**config.mk**
```make
export PLATFORM = sky130hd
export DESIGN_NAME = mstap_ctrl
export DESIGN_NICKNAME = d
export VERILOG_FILES = /design/src/rtl/mstap_pkg.sv /design/src/rtl/mstap_fsm.sv /design/src/rtl/mstap_ir.sv /design/src/rtl/mstap_bsr.sv /design/src/rtl/mstap_ctrl.sv
export SDC_FILE = /design/constraint.sdc
export NUM_CORES = 1
export LEC_CHECK = 0
export ABC_AREA = 1
export ABC_CLOCK_PERIOD_IN_PS = 1400
export BUFFER_PORTS_ARGS = -buffer_cell sky130_fd_sc_hd__buf_4
export CORE_MARGIN = 4
export CORE_UTILIZATION = 45
export DETAILED_ROUTE_END_ITERATION = 10
export PLACE_DENSITY = 0.63
export SYNTH_ARGS = -nofsm -noshare
export SYNTH_HDL_FRONTEND = slang
export SYNTH_SLANG_ARGS = --single-unit
```
**constraint.sdc**
```tcl
create_clock -name tck -period 1.4 [get_ports tck]
set_input_delay 0.07 -clock tck [delete_from_list [all_inputs] [get_ports tck]]
set_output_delay 0.07 -clock tck [all_outputs]
set_load 0.05 [all_outputs]
```
**src/rtl/mstap_pkg.sv**
```systemverilog
package mstap_pkg;

  localparam int IR_W = 8;

  localparam logic [IR_W-1:0] OP_EXTEST = 8'h00;
  localparam logic [IR_W-1:0] OP_PROBE  = 8'h01;
  localparam logic [IR_W-1:0] OP_SAMPLE = 8'h02;
  localparam logic [IR_W-1:0] OP_BYPASS = 8'hFF;
  localparam logic [IR_W-1:0] IR_CAPVAL = 8'h01;

  typedef enum logic [3:0] {
    ST_TLR, ST_RTI,
    ST_SEL_DR, ST_CAP_DR, ST_SH_DR, ST_EX1_DR, ST_PA_DR, ST_EX2_DR, ST_UPD_DR,
    ST_SEL_IR, ST_CAP_IR, ST_SH_IR, ST_EX1_IR, ST_PA_IR, ST_EX2_IR, ST_UPD_IR
  } tap_state_e;

  typedef struct packed {
    logic sel_bsr;
    logic test_mode;
    logic probe;
    logic extest;
    logic bypass;
  } instr_dec_t;

  function automatic instr_dec_t decode_op(input logic [IR_W-1:0] op);
    instr_dec_t d;
    d = '0;
    unique case (op)
      OP_EXTEST: begin d.sel_bsr = 1'b1; d.test_mode = 1'b1; d.extest = 1'b1; end
      OP_PROBE:  begin d.sel_bsr = 1'b1; d.test_mode = 1'b1; d.probe = 1'b1; end
      OP_SAMPLE: d.sel_bsr = 1'b1;
      default:   d.bypass = 1'b1;
    endcase
    return d;
  endfunction

endpackage

```
**src/rtl/mstap_fsm.sv**
```systemverilog
module mstap_fsm
  import mstap_pkg::*;
(
  input  logic       tck,
  input  logic       rst,
  input  logic       tms,
  output tap_state_e state
);

  tap_state_e nxt;

  always_comb begin
    unique case (state)
      ST_TLR:    nxt = tms ? ST_TLR    : ST_RTI;
      ST_RTI:    nxt = tms ? ST_SEL_DR : ST_RTI;
      ST_SEL_DR: nxt = tms ? ST_SEL_IR : ST_CAP_DR;
      ST_CAP_DR: nxt = tms ? ST_EX1_DR : ST_SH_DR;
      ST_SH_DR:  nxt = tms ? ST_EX1_DR : ST_SH_DR;
      ST_EX1_DR: nxt = tms ? ST_UPD_DR : ST_PA_DR;
      ST_PA_DR:  nxt = tms ? ST_EX2_DR : ST_PA_DR;
      ST_EX2_DR: nxt = tms ? ST_UPD_DR : ST_SH_DR;
      ST_UPD_DR: nxt = tms ? ST_SEL_DR : ST_RTI;
      ST_SEL_IR: nxt = tms ? ST_TLR    : ST_CAP_IR;
      ST_CAP_IR: nxt = tms ? ST_EX1_IR : ST_SH_IR;
      ST_SH_IR:  nxt = tms ? ST_EX1_IR : ST_SH_IR;
      ST_EX1_IR: nxt = tms ? ST_UPD_IR : ST_PA_IR;
      ST_PA_IR:  nxt = tms ? ST_EX2_IR : ST_PA_IR;
      ST_EX2_IR: nxt = tms ? ST_UPD_IR : ST_SH_IR;
      ST_UPD_IR: nxt = tms ? ST_SEL_DR : ST_RTI;
      default:   nxt = ST_TLR;
    endcase
  end

  always_ff @(posedge tck) begin
    if (rst) state <= ST_TLR;
    else     state <= nxt;
  end

endmodule

```
**src/rtl/mstap_ir.sv**
```systemverilog
module mstap_ir
  import mstap_pkg::*;
(
  input  logic       tck,
  input  logic       rst,
  input  logic       tdi,
  input  tap_state_e state,
  output logic       ir_so,
  output instr_dec_t dec
);

  logic [IR_W-1:0] ir_sr;
  logic [IR_W-1:0] ir_q;

  always_ff @(posedge tck) begin
    if (rst || state == ST_TLR) begin
      ir_sr <= IR_CAPVAL;
      ir_q  <= OP_BYPASS;
    end else begin
      unique case (state)
        ST_CAP_IR: ir_sr <= IR_CAPVAL;
        ST_SH_IR:  ir_sr <= {tdi, ir_sr[IR_W-1:1]};
        ST_UPD_IR: ir_q  <= ir_sr;
        default:   ;
      endcase
    end
  end

  assign ir_so = ir_sr[0];
  assign dec   = decode_op(ir_q);

endmodule

```
**src/rtl/mstap_bsr.sv**
```systemverilog
module mstap_bsr
  import mstap_pkg::*;
#(
  parameter int WORD_W = 4,
  parameter int N_APIN = 2
) (
  input  logic                     tck,
  input  logic                     rst,
  input  logic                     tdi,
  input  tap_state_e               state,
  input  logic                     sel,
  input  logic [N_APIN-1:0]        cmp_in,
  input  logic                     pin_din,
  input  logic                     core_dout,
  output logic                     so,
  output logic [WORD_W-1:0]        bus_ctl,
  output logic [N_APIN*WORD_W-1:0] apin_ctl,
  output logic                     din_upd,
  output logic                     dout_upd
);

  localparam int LEN = WORD_W * (N_APIN + 1) + 2;

  logic [LEN-1:0] cap_vec;
  logic [LEN-1:0] sr;
  logic [LEN-1:0] upd;

  assign cap_vec[LEN-1 -: WORD_W] = '0;
  assign cap_vec[1] = pin_din;
  assign cap_vec[0] = core_dout;

  for (genvar k = 0; k < N_APIN; k++) begin : g_apin
    localparam int BASE = LEN - WORD_W - (k + 1) * WORD_W;
    assign cap_vec[BASE +: WORD_W]   = {cmp_in[k], {(WORD_W-1){1'b0}}};
    assign apin_ctl[k*WORD_W +: WORD_W] = upd[BASE +: WORD_W];
  end

  always_ff @(posedge tck) begin
    if (rst || state == ST_TLR) begin
      sr  <= '0;
      upd <= '0;
    end else if (sel) begin
      unique case (state)
        ST_CAP_DR: sr  <= cap_vec;
        ST_SH_DR:  sr  <= {tdi, sr[LEN-1:1]};
        ST_UPD_DR: upd <= sr;
        default:   ;
      endcase
    end
  end

  assign so       = sr[0];
  assign bus_ctl  = upd[LEN-1 -: WORD_W];
  assign din_upd  = upd[1];
  assign dout_upd = upd[0];

endmodule

```
**src/rtl/mstap_ctrl.sv**
```systemverilog
module mstap_ctrl
  import mstap_pkg::*;
#(
  parameter int WORD_W = 4,
  parameter int N_APIN = 2
) (
  input  logic                     tck,
  input  logic                     rst,
  input  logic                     tms,
  input  logic                     tdi,
  output logic                     tdo,
  output logic                     tdo_en,
  input  logic [N_APIN-1:0]        cmp_in,
  input  logic                     pin_din,
  input  logic                     core_dout,
  output logic                     core_din,
  output logic                     pin_dout,
  output logic [WORD_W-1:0]        bus_ctl,
  output logic [N_APIN*WORD_W-1:0] apin_ctl,
  output logic                     test_mode,
  output logic                     probe_mode,
  output logic                     bypass_sel
);

  tap_state_e state;
  instr_dec_t dec;
  logic       ir_so;
  logic       bsr_so;
  logic       byp_q;
  logic       din_upd;
  logic       dout_upd;

  mstap_fsm u_fsm (
    .tck   (tck),
    .rst   (rst),
    .tms   (tms),
    .state (state)
  );

  mstap_ir u_ir (
    .tck   (tck),
    .rst   (rst),
    .tdi   (tdi),
    .state (state),
    .ir_so (ir_so),
    .dec   (dec)
  );

  mstap_bsr #(.WORD_W(WORD_W), .N_APIN(N_APIN)) u_bsr (
    .tck       (tck),
    .rst       (rst),
    .tdi       (tdi),
    .state     (state),
    .sel       (dec.sel_bsr),
    .cmp_in    (cmp_in),
    .pin_din   (pin_din),
    .core_dout (core_dout),
    .so        (bsr_so),
    .bus_ctl   (bus_ctl),
    .apin_ctl  (apin_ctl),
    .din_upd   (din_upd),
    .dout_upd  (dout_upd)
  );

  always_ff @(posedge tck) begin
    if (rst) byp_q <= 1'b0;
    else if (state == ST_CAP_DR) byp_q <= 1'b0;
    else if (state == ST_SH_DR)  byp_q <= tdi;
  end

  always_ff @(negedge tck) begin
    if (rst) begin
      tdo    <= 1'b0;
      tdo_en <= 1'b0;
    end else begin
      tdo_en <= (state == ST_SH_IR) || (state == ST_SH_DR);
      if (state == ST_SH_IR) tdo <= ir_so;
      else                   tdo <= dec.sel_bsr ? bsr_so : byp_q;
    end
  end

  assign test_mode  = dec.test_mode;
  assign probe_mode = dec.probe;
  assign bypass_sel = dec.bypass;
  assign pin_dout   = dec.extest ? dout_upd : core_dout;
  assign core_din   = dec.extest ? din_upd  : pin_din;

endmodule

```
Yosys cells after proc, flatten, opt, wreduce, memory -nomap -nowiden
Index checks and enable logic that the tools add are counted.
Widths: inputs -> output; s select.
Operators by class
  reductions and logical operators: 14
  equality and inequality tests: 17
  multiplexer cells: 24
Operators with widths (count)
  $pmux 4 s12: 1
  $eq 4x4->1 const B: 8
  $pmux 14 s2: 1
  $eq 4x3->1 const B: 4
  $mux 4: 4
  $pmux 8 s2: 1
  $mux 1: 12
  $eq 4x2->1 const B: 2
  $eq 8x1->1 const B: 1
  $eq 8x2->1 const B: 1
  $logic_not 8->1: 1
  $reduce_or 2->1: 4
  $mux 2: 3
  $mux 3: 2
  $reduce_or 3->1: 2
  $eq 4x1->1 const B: 1
  $logic_not 4->1: 1
  $reduce_and 2->1: 2
  $reduce_bool 2->1: 2
  $logic_or 1x1->1: 2
Storage, ports and cells
  bits in registers: 51
  bits of input ports: 8

Depth between registers and ports, before layout
Gate-level depths: netlist of the first run.
  depth in word-level cells: 5
  mapped depth: 9

Hierarchy
A second synthesis of the first run with hierarchy kept.
Second synthesis, totals
  cell total of the unflattened synthesis: 347
  area, all modules: 2449.8 µm²
Modules (own cells, without submodules)
  mstap_bsr: sequential area each 560.5 µm², times used 1, area each 1201.2 µm², cells each 160
  mstap_ir: sequential area each 320.3 µm², times used 1, area each 656.9 µm², cells each 93
  mstap_fsm: sequential area each 80.1 µm², times used 1, area each 391.6 µm², cells each 64
  mstap_ctrl: sequential area each 60.1 µm², times used 1, area each 200.2 µm², cells each 30

==> results of run 1 <==
[where the power goes]
group          switching, mW  internal (mW)  leakage [nW]
Sequential           0.00623           1.45         0.412
Clock                  0.512          0.362        0.0558
Combinational          0.171          0.106         0.900
Total                  0.689           1.92          1.37
[cell families after synthesis]
kind of cell    share of synthesized area, %
simple gates                            33.5
compound gates                          12.9
flops                                   45.7
buf+inv                                 7.90
[metrics by stage]
stage               util [%]  cells  setup TNS, ns
finish                  70.4    444          -2.76
floorplan                  -    312         -0.963
global placement        57.1    421          -3.43
CTS                     64.2    439          -1.22
detailed placement      57.1    421          -3.63
global route            70.4    444          -5.56
[sequential cells by signal (all words and copies together) (netlist names)]
| name | cells |
|---|---|
| u_bsr.sr | 14 |
| tdo | 1 |
| tdo_en | 1 |
| u_bsr.upd | 14 |
| u_ir.ir_q | 8 |
| u_fsm.state | 4 |
| byp_q | 1 |
| u_ir.ir_sr | 8 |
[worst paths after layout]
check	startpoint	end
worst min-delay path	tms	u_fsm.state[3]$_SDFF_PP0_
worst max register to register	u_ir.ir_q[2]$_SDFFE_PP1N_	tdo$_SDFF_NP0_
worst min register to register	u_bsr.upd[11]$_SDFFE_PP0P_	u_bsr.upd[11]$_SDFFE_PP0P_
worst max-delay path	tdo_en$_SDFF_NP0_	tdo_en
[cell usage in the layout, fill, tap and decap left out, drive strengths merged]
cell type,instances
a211oi,1
a21oi,40
a31oi,1
buf,67
clkbuf,7
clkinv,2
clkinvlp,1
dfxtp,51
dlygate4sd3,1
inv,21
nand2,97
nand3,46
nand4,1
nor2,25
nor3,1
nor4,1
o21ai,12
o21bai,1
o22ai,1
[Yosys cell counts]
cell type	instances
sky130_fd_sc_hd__nor2_1	21
sky130_fd_sc_hd__buf_6	2
sky130_fd_sc_hd__buf_2	7
sky130_fd_sc_hd__nor2_8	1
sky130_fd_sc_hd__o21bai_1	1
sky130_fd_sc_hd__nand4_1	1
sky130_fd_sc_hd__a211oi_1	1
sky130_fd_sc_hd__inv_1	18
sky130_fd_sc_hd__nand2_2	3
sky130_fd_sc_hd__o22ai_1	1
sky130_fd_sc_hd__nand3_1	46
sky130_fd_sc_hd__inv_2	2
sky130_fd_sc_hd__o21ai_0	12
sky130_fd_sc_hd__nand2_4	2
sky130_fd_sc_hd__nand2_1	91
sky130_fd_sc_hd__nor2_2	3
sky130_fd_sc_hd__inv_4	1
sky130_fd_sc_hd__nor4_1	1
sky130_fd_sc_hd__a21oi_1	40
sky130_fd_sc_hd__a31oi_1	1
sky130_fd_sc_hd__buf_4	5
sky130_fd_sc_hd__nor3_1	1
sky130_fd_sc_hd__dfxtp_1	51
[final cells by class]
class,instances,area (µm²)
timing repair buffer,69,662
inverter,20,88.8
tap,67,83.8
clock buffer,6,72.6
sequential,51,1040
clock inverter,4,21.3
fill,395,1410
multi-input combinational,227,1380
[timing repair]
action                                 4_1_cts  5_1_grt
gates resized for setup                     43       66
pin swaps                                   14       28
cloned                                       1        2
setup buffers                                8        8
hold buffers                                 1        0
endpoints found under the hold margin        2        0
setup endpoints to repair                   43       57
[layer usage]
| layer | share of wire, % | GRT usage (%) |
|---|---|---|
| met1 | 45 | 26.5 |
| met2 | 49 | 30.8 |
| met4 | 1.6 | 6.64 |
| met5 | 0 | 0 |
| met3 | 4.6 | 3.67 |
==> results, run 1 <==
- The number of antenna violations at the first check in global routing is 0.
- The share of synthesized area in the top cell type comes to 45.7%.
- By area the synthesized netlist is led by sky130_fd_sc_hd__dfxtp_1 46%, sky130_fd_sc_hd__nand2_1 15%, sky130_fd_sc_hd__nand3_1 10%.
- The post-place setup slack is -0.287 ns.
- At the end of routability-driven placement, the weighted congestion stood at 0.891.
- Summed over all layers, the global routing overflow is 0.
- The completed layout was analyzed and its total power is approximately 2.6 mW.
- Counting distinct cell types in the post-synthesis netlist gives 23.
- The min-delay analysis places its worst path in the category primary input to register.
- Across all setup checks in the final design, the least slack found is -0.247 ns.
- The clock sink count is 51.
- The cell area after technology mapping is 2230 µm².
- The maximum single-stage delay on the critical path is 0.35 ns.
- The die boundary width is 78.5 µm.
- The die footprint is roughly 6200 µm².
- The worst reg-to-reg path cell count is 6.
- In this run the clock root is driven by a sky130_fd_sc_hd__clkbuf_8.
- Summed over all cells, the static leakage comes to 1.37 nW.
- The layout overhead on the synthesized area is 49.9%.
- When the netlist entered floorplanning its net count stood at 320.
- The share of cells above drive strength 1 is 42.4%.
- A synthesized cell averages 7.16 µm².
- For this design the top-level I/O count stands at 27.
- The number of buffer cells added on primary ports is 26.
- Entering global routing, the biggest net connects 34 pins.
- The power density of the placed cells is 780 nW/µm².
- The data required time at the worst endpoint is between 1 and 1.5 ns.
- STA classifies the critical path endpoint as a primary output.
- The worst setup path is launched from a register.
- The number of detailed-routing iterations run before antenna repair is 4.
- Data on the critical path arrives at its endpoint at 1.58 ns.
- The register area share after synthesis is a little under half.
- The detailed router finished its first iteration with 135 violations.
- The largest individual stage delay along the critical path comes from the cell sky130_fd_sc_hd__dfxtp_2.
- The mean number of vias per cell is 5.21.
- In this run the number of H-tree levels came out at 2.
- The number of register bits inferred by synthesis is between 50 and 60.
- The longest clock path from root to sink contains 2 buffers.
- The number of pins exceeding their max-slew limit in the final report is 0.
- The checks that failed: negative setup slack.
- Setup repair after global routing could not meet its margin everywhere.
- TritonCTS built the clock tree.
- Of all cell types, the one taking the most synthesized area is sky130_fd_sc_hd__dfxtp_1.
- After detailed routing, the total wire length is 6350 µm.
- Clock-pin slew was measured on the worst setup and hold paths at 0.08 ns.
- The detail route stage leaves a number of antenna-violating nets equal to 0.
- The detailed router placed between 2,000 and 2,500 vias in this run.
- The wire length of the first global-routing pass is 9520 µm.
- The core region is 4750 µm².
- The number of buffers created by CTS is 5.
- The number of global-route vias before repair is 2,039.
- The half-perimeter wire length after detailed placement is 3730 µm.
- Measured against its own limit, the worst slew margin works out to 79.6%.
- Once placement finished, the instance area stood at 2720 µm².
- The kind of critical path is register to primary output.
- After detailed routing, the number of remaining DRC violations is 0.
- Walking the worst path, the cells encountered are buf_8.
- For this configuration, the core starts out at a cell density of 47.0%.
- In this run the core area contains 25 standard-cell rows.
- Max-cap violations in this run came to 0.
- For flop-to-flop paths, the worst setup slack is -0.23 ns.
- The number of instances in the synthesized netlist is about 310.
- The synthesis warning total is 0.
- The worst-case IR drop observed on VDD is 0.487 mV.
- The buffering stage count on the worst path with inverters included is 1.
- At the pin with the least slew margin, the transition time is ~0.31 ns.
- The maximum fanout count along the critical path is 1.
- Across the routed clock network, the largest skew measured is 0.0827 ns.
- The die boundary height is 78.5 µm.
- The repair_antennas step left the layout with diodes totalling 0.
- Dividing the detail-routed wire length by the instance count gives 14.3 µm.
- Setup violations remaining at the end of the flow were counted as 31.
- The flow ran to the end, but the final reports show violations.
- The smallest hold slack is 0.0679 ns.
- The final instance area is 3350 µm².
- Along the worst hold path, the cell count comes to 3.
- Global routing consumed, over all layers together, 19.4% of the routing resources.
- Grouping stages by cell kind, the critical path spends the most delay in flip-flops.
- In this run the number of cells on the critical path is 1.
- The number of hold violations in the final report is 0.
- In the final design database the tool counted ~380 nets.
- At the later pin of the worst-skew pair, clock insertion delay measures roughly 0.38 ns.
(Power assumes the default switching activity.)
==> inputs of run 2 (changes only) <==
==> constraint.sdc (replaced) <==
create_clock -name tck -period 1.4 [get_ports tck]
set_input_delay 0.42 -clock tck [delete_from_list [all_inputs] [get_ports tck]]
set_output_delay 0.42 -clock tck [all_outputs]
set_load 0.05 [all_outputs]
==> results, run 2 (synthesis gave the netlist of run 1 again) <==
- The run finished, with violations left.
- The checks that failed: negative setup slack.
- The share of cells above drive strength 1 is 47.3% (+4.8 points).
- The remaining number of nets flagged by the antenna check after routing is 0 (unchanged).
- The setup-violating endpoint count in the final report is 19 (-39%).
- The antenna diode count was 0 (unchanged).
- The maximum single-stage delay on the critical path was 0.33 ns (-0.02 ns).
- The final clock skew came to 0.0560 ns (-0.0268 ns).
- The worst hold path begins at rst.
- The iteration-0 DRC count of the detailed router is 190 (+41%).
- The detailed-routed wire length on met3 is 312 µm (+7.2%).
- The final instance area is 3540 µm² (+5.9%).
- The wire length the detailed router placed on met1 is 2700 µm (-6.0%).
- The total power was 2.82 mW (+8.2%).
- The maximum ir drop on the vdd rail came to 0.527 mV (+8.3%).
- The total core area came to 4750 µm² (unchanged).
- The worst setup path is launched from a register.
- The total number of placement rows came to 25 (unchanged).
- The mean number of vias per cell is 5.22 (+0.16%).
- The buffering stage count on the worst path with inverters included is 1 (unchanged).
- The worst-margin pin slew came to 0.216 ns (-0.0898 ns).
- The number of buffer cells added on primary ports was 26 (unchanged).
- The total global routing overflow is 0 (unchanged).
- The number of buffers inserted for hold repair after clock tree synthesis is 0 (-1).
- The die boundary height is 78.5 µm (unchanged).
- The type of the most critical hold path is primary input to register.
- The number of buffers created by CTS is 5 (unchanged).
- The wire length on met2 is 3210 µm (+4.2%).
- The final-layout setup total negative slack is -3.54 ns (-0.776 ns).
- The worst path setup slack after routing was -0.549 ns (-0.302 ns).
- The commonest non-fill, non-tap cell in the layout is sky130_fd_sc_hd__nand2_1.
- The multi-input gate area in the final layout is 1430 µm² (+3.6%).
- The data required time at the worst endpoint is 0.98 ns (-0.35 ns).
- The die boundary width is 78.5 µm (unchanged).
- The worst reg-to-reg path cell count came to 7 (+1).
- The sequential cell area is 1040 µm² (+0.48%).
- The clock sink count is 51 (unchanged).
- STA classifies the critical path endpoint as a primary output.
- The kind of critical path is register to primary output.
- The endpoint identified for the worst register-to-register timing path is tdo$_SDFF_NP0_.
- The number of antenna violations at the first check in global routing was 0 (unchanged).
- The clock slew seen by the registers of the worst setup and hold paths is 0.08 ns (about the same).
- The H-tree depth is 2 (unchanged).
- The number of filler cells placed in the layout was 360 (-8.9%).
- The total via count in the routed design is 2,349 (+1.5%).
- The pin count of the biggest net entering global routing is 18 (-47%).
- The total placed instance area is 2770 µm² (+2.2%).
- The clock tree from TritonCTS is yes.
- The leakage component of the power is 1.49 nW (+8.7%).
- The max-cap check violation count was 0 (unchanged).
- The half-perimeter wire length after detailed placement was 3810 µm (+2.3%).
- The arrival time at the worst endpoint is 1.53 ns (-0.05 ns).
- The number of detailed-routing iterations run before antenna repair is 4 (unchanged).
- The overall fraction of global-route tracks in use was 19.7% (+0.26 points).
- Setup repair after global routing could not meet its margin everywhere.
- The number of hold violations in the final report came to 0 (unchanged).
- The cell at the root of the clock tree is sky130_fd_sc_hd__clkbuf_8.
- The count of nets after finishing is 390 (+1.6%).
- The maximum root-to-sink buffer count is 2 (unchanged).
- The critical path goes through buf_8.
- The maximum fanout count along the critical path came to 1 (unchanged).
- The largest registers in the layout are u_bsr.sr (14), u_bsr.upd (14).
- The clock insertion delay at the later pin of the skew report was 0.35 ns (-0.03 ns).
- In the layout the commonest cells are 75 x sky130_fd_sc_hd__nand2_1, 46 x sky130_fd_sc_hd__buf_4, 40 x sky130_fd_sc_hd__dfxtp_1.
- The detailed-route wire length is 6370 µm (+0.36%).
- The routed length per instance is 14.2 µm (-0.98%).
- The die footprint came to 6150 µm² (unchanged).
- The power density of the placed cells is 797 nW/µm² (+2.1%).
- The routability congestion estimate from global placement came to 0.818 (-8.1%).
- The flop-to-flop setup slack is -0.29 ns (-0.06 ns).
- The layout overhead on the synthesized area is 58.7%.
- The wire length of the first global-routing pass came to 9630 µm (+1.2%).
- The hold-critical path depth is 3 (unchanged).
- The I/O pin count came to 27 (unchanged).
- The number of global-route vias before repair was 2,099 (+2.9%).
- The number of pins exceeding their max-slew limit in the final report was 0 (unchanged).
- The worst-case headroom to the max-slew limit came to 85.5% (+5.9 points).
- The hold path endpoint is u_fsm.state[3]$_SDFF_PP0_.
- The kind of cell with the highest combined delay along the critical path is flip-flops.
- The initial cell density of the core is 47.0% (unchanged).
- The residual DRC count is 0 (unchanged).
- The startpoint identified for the worst register-to-register timing path is u_ir.ir_q[2]$_SDFFE_PP1N_.
- The topmost layer with routed signal wires is met4.
- The slowest library cell on the worst path is sky130_fd_sc_hd__dfxtp_4.
run 2: worst max-delay path by stage:
stage                                    from             end  slack, ns  cells past startpoint
floorplan           u_ir.ir_q[5]$_SDFFE_PP1N_  tdo$_SDFF_NP0_      -0.42                      7
global route                   tdo$_SDFF_NP0_             tdo      -0.59                      1
CTS                            tdo$_SDFF_NP0_             tdo      -0.55                      1
finish                         tdo$_SDFF_NP0_             tdo      -0.55                      1
detailed placement  u_ir.ir_q[2]$_SDFFE_PP1N_  tdo$_SDFF_NP0_      -0.27                      6
global placement    u_fsm.state[3]$_SDFF_PP0_  tdo$_SDFF_NP0_      -0.26                      6
run 2: tightest hold or removal path: stages:
cell and delay [ns]:
sky130_fd_sc_hd__buf_4 0.09, sky130_fd_sc_hd__buf_4 0.12, sky130_fd_sc_hd__a21oi_1 0.04
run 2: what timing repair did:
action	in CTS	in global routing
setup endpoints to repair	22	51
pin swaps	11	30
cloned	1	6
gates resized for setup	50	78
setup buffers	7	3
run 2: area by class of cell:
| class | instances | share of cell area, % |
|---|---|---|
| repair inverters | 1 | 0.212 |
| inverters | 20 | 2.61 |
| clock buffers | 8 | 3.42 |
| flip-flops and latches | 51 | 29.5 |
| multi-input cells | 227 | 40.3 |
| well taps | 67 | 2.36 |
| clock inverters | 2 | 0.212 |
| repair buffers | 74 | 21.4 |
run 2: per-stage QoR:
step           hold slack, ns  setup slack [ns]  util, %  cells
6_report                0.402            -0.549     74.6    450
2_1_floorplan           0.435            -0.416        -    312
4_1_cts                 0.386            -0.555     65.8    442
3_5_place_dp            0.453            -0.269     58.3    425
5_1_grt                 0.398            -0.589     74.6    450
3_3_place_gp            0.451            -0.259     58.3    425
run 2: layer usage:
| layer | up-vias | track usage (%) |
|---|---|---|
| met5 | - | 0 |
| met4 | 0 | 6.82 |
| met3 | 14 | 2.87 |
| met2 | 69 | 33.3 |
| met1 | 1100 | 25.6 |
| li1 | 1166 | - |
run 2: report_power, final:
group	leakage, nW	internal, mW	total, mW	switching (mW)
combinational	1.00	0.126	0.311	0.185
clock	0.0733	0.566	1.06	0.491
sequential	0.413	1.45	1.46	0.00520
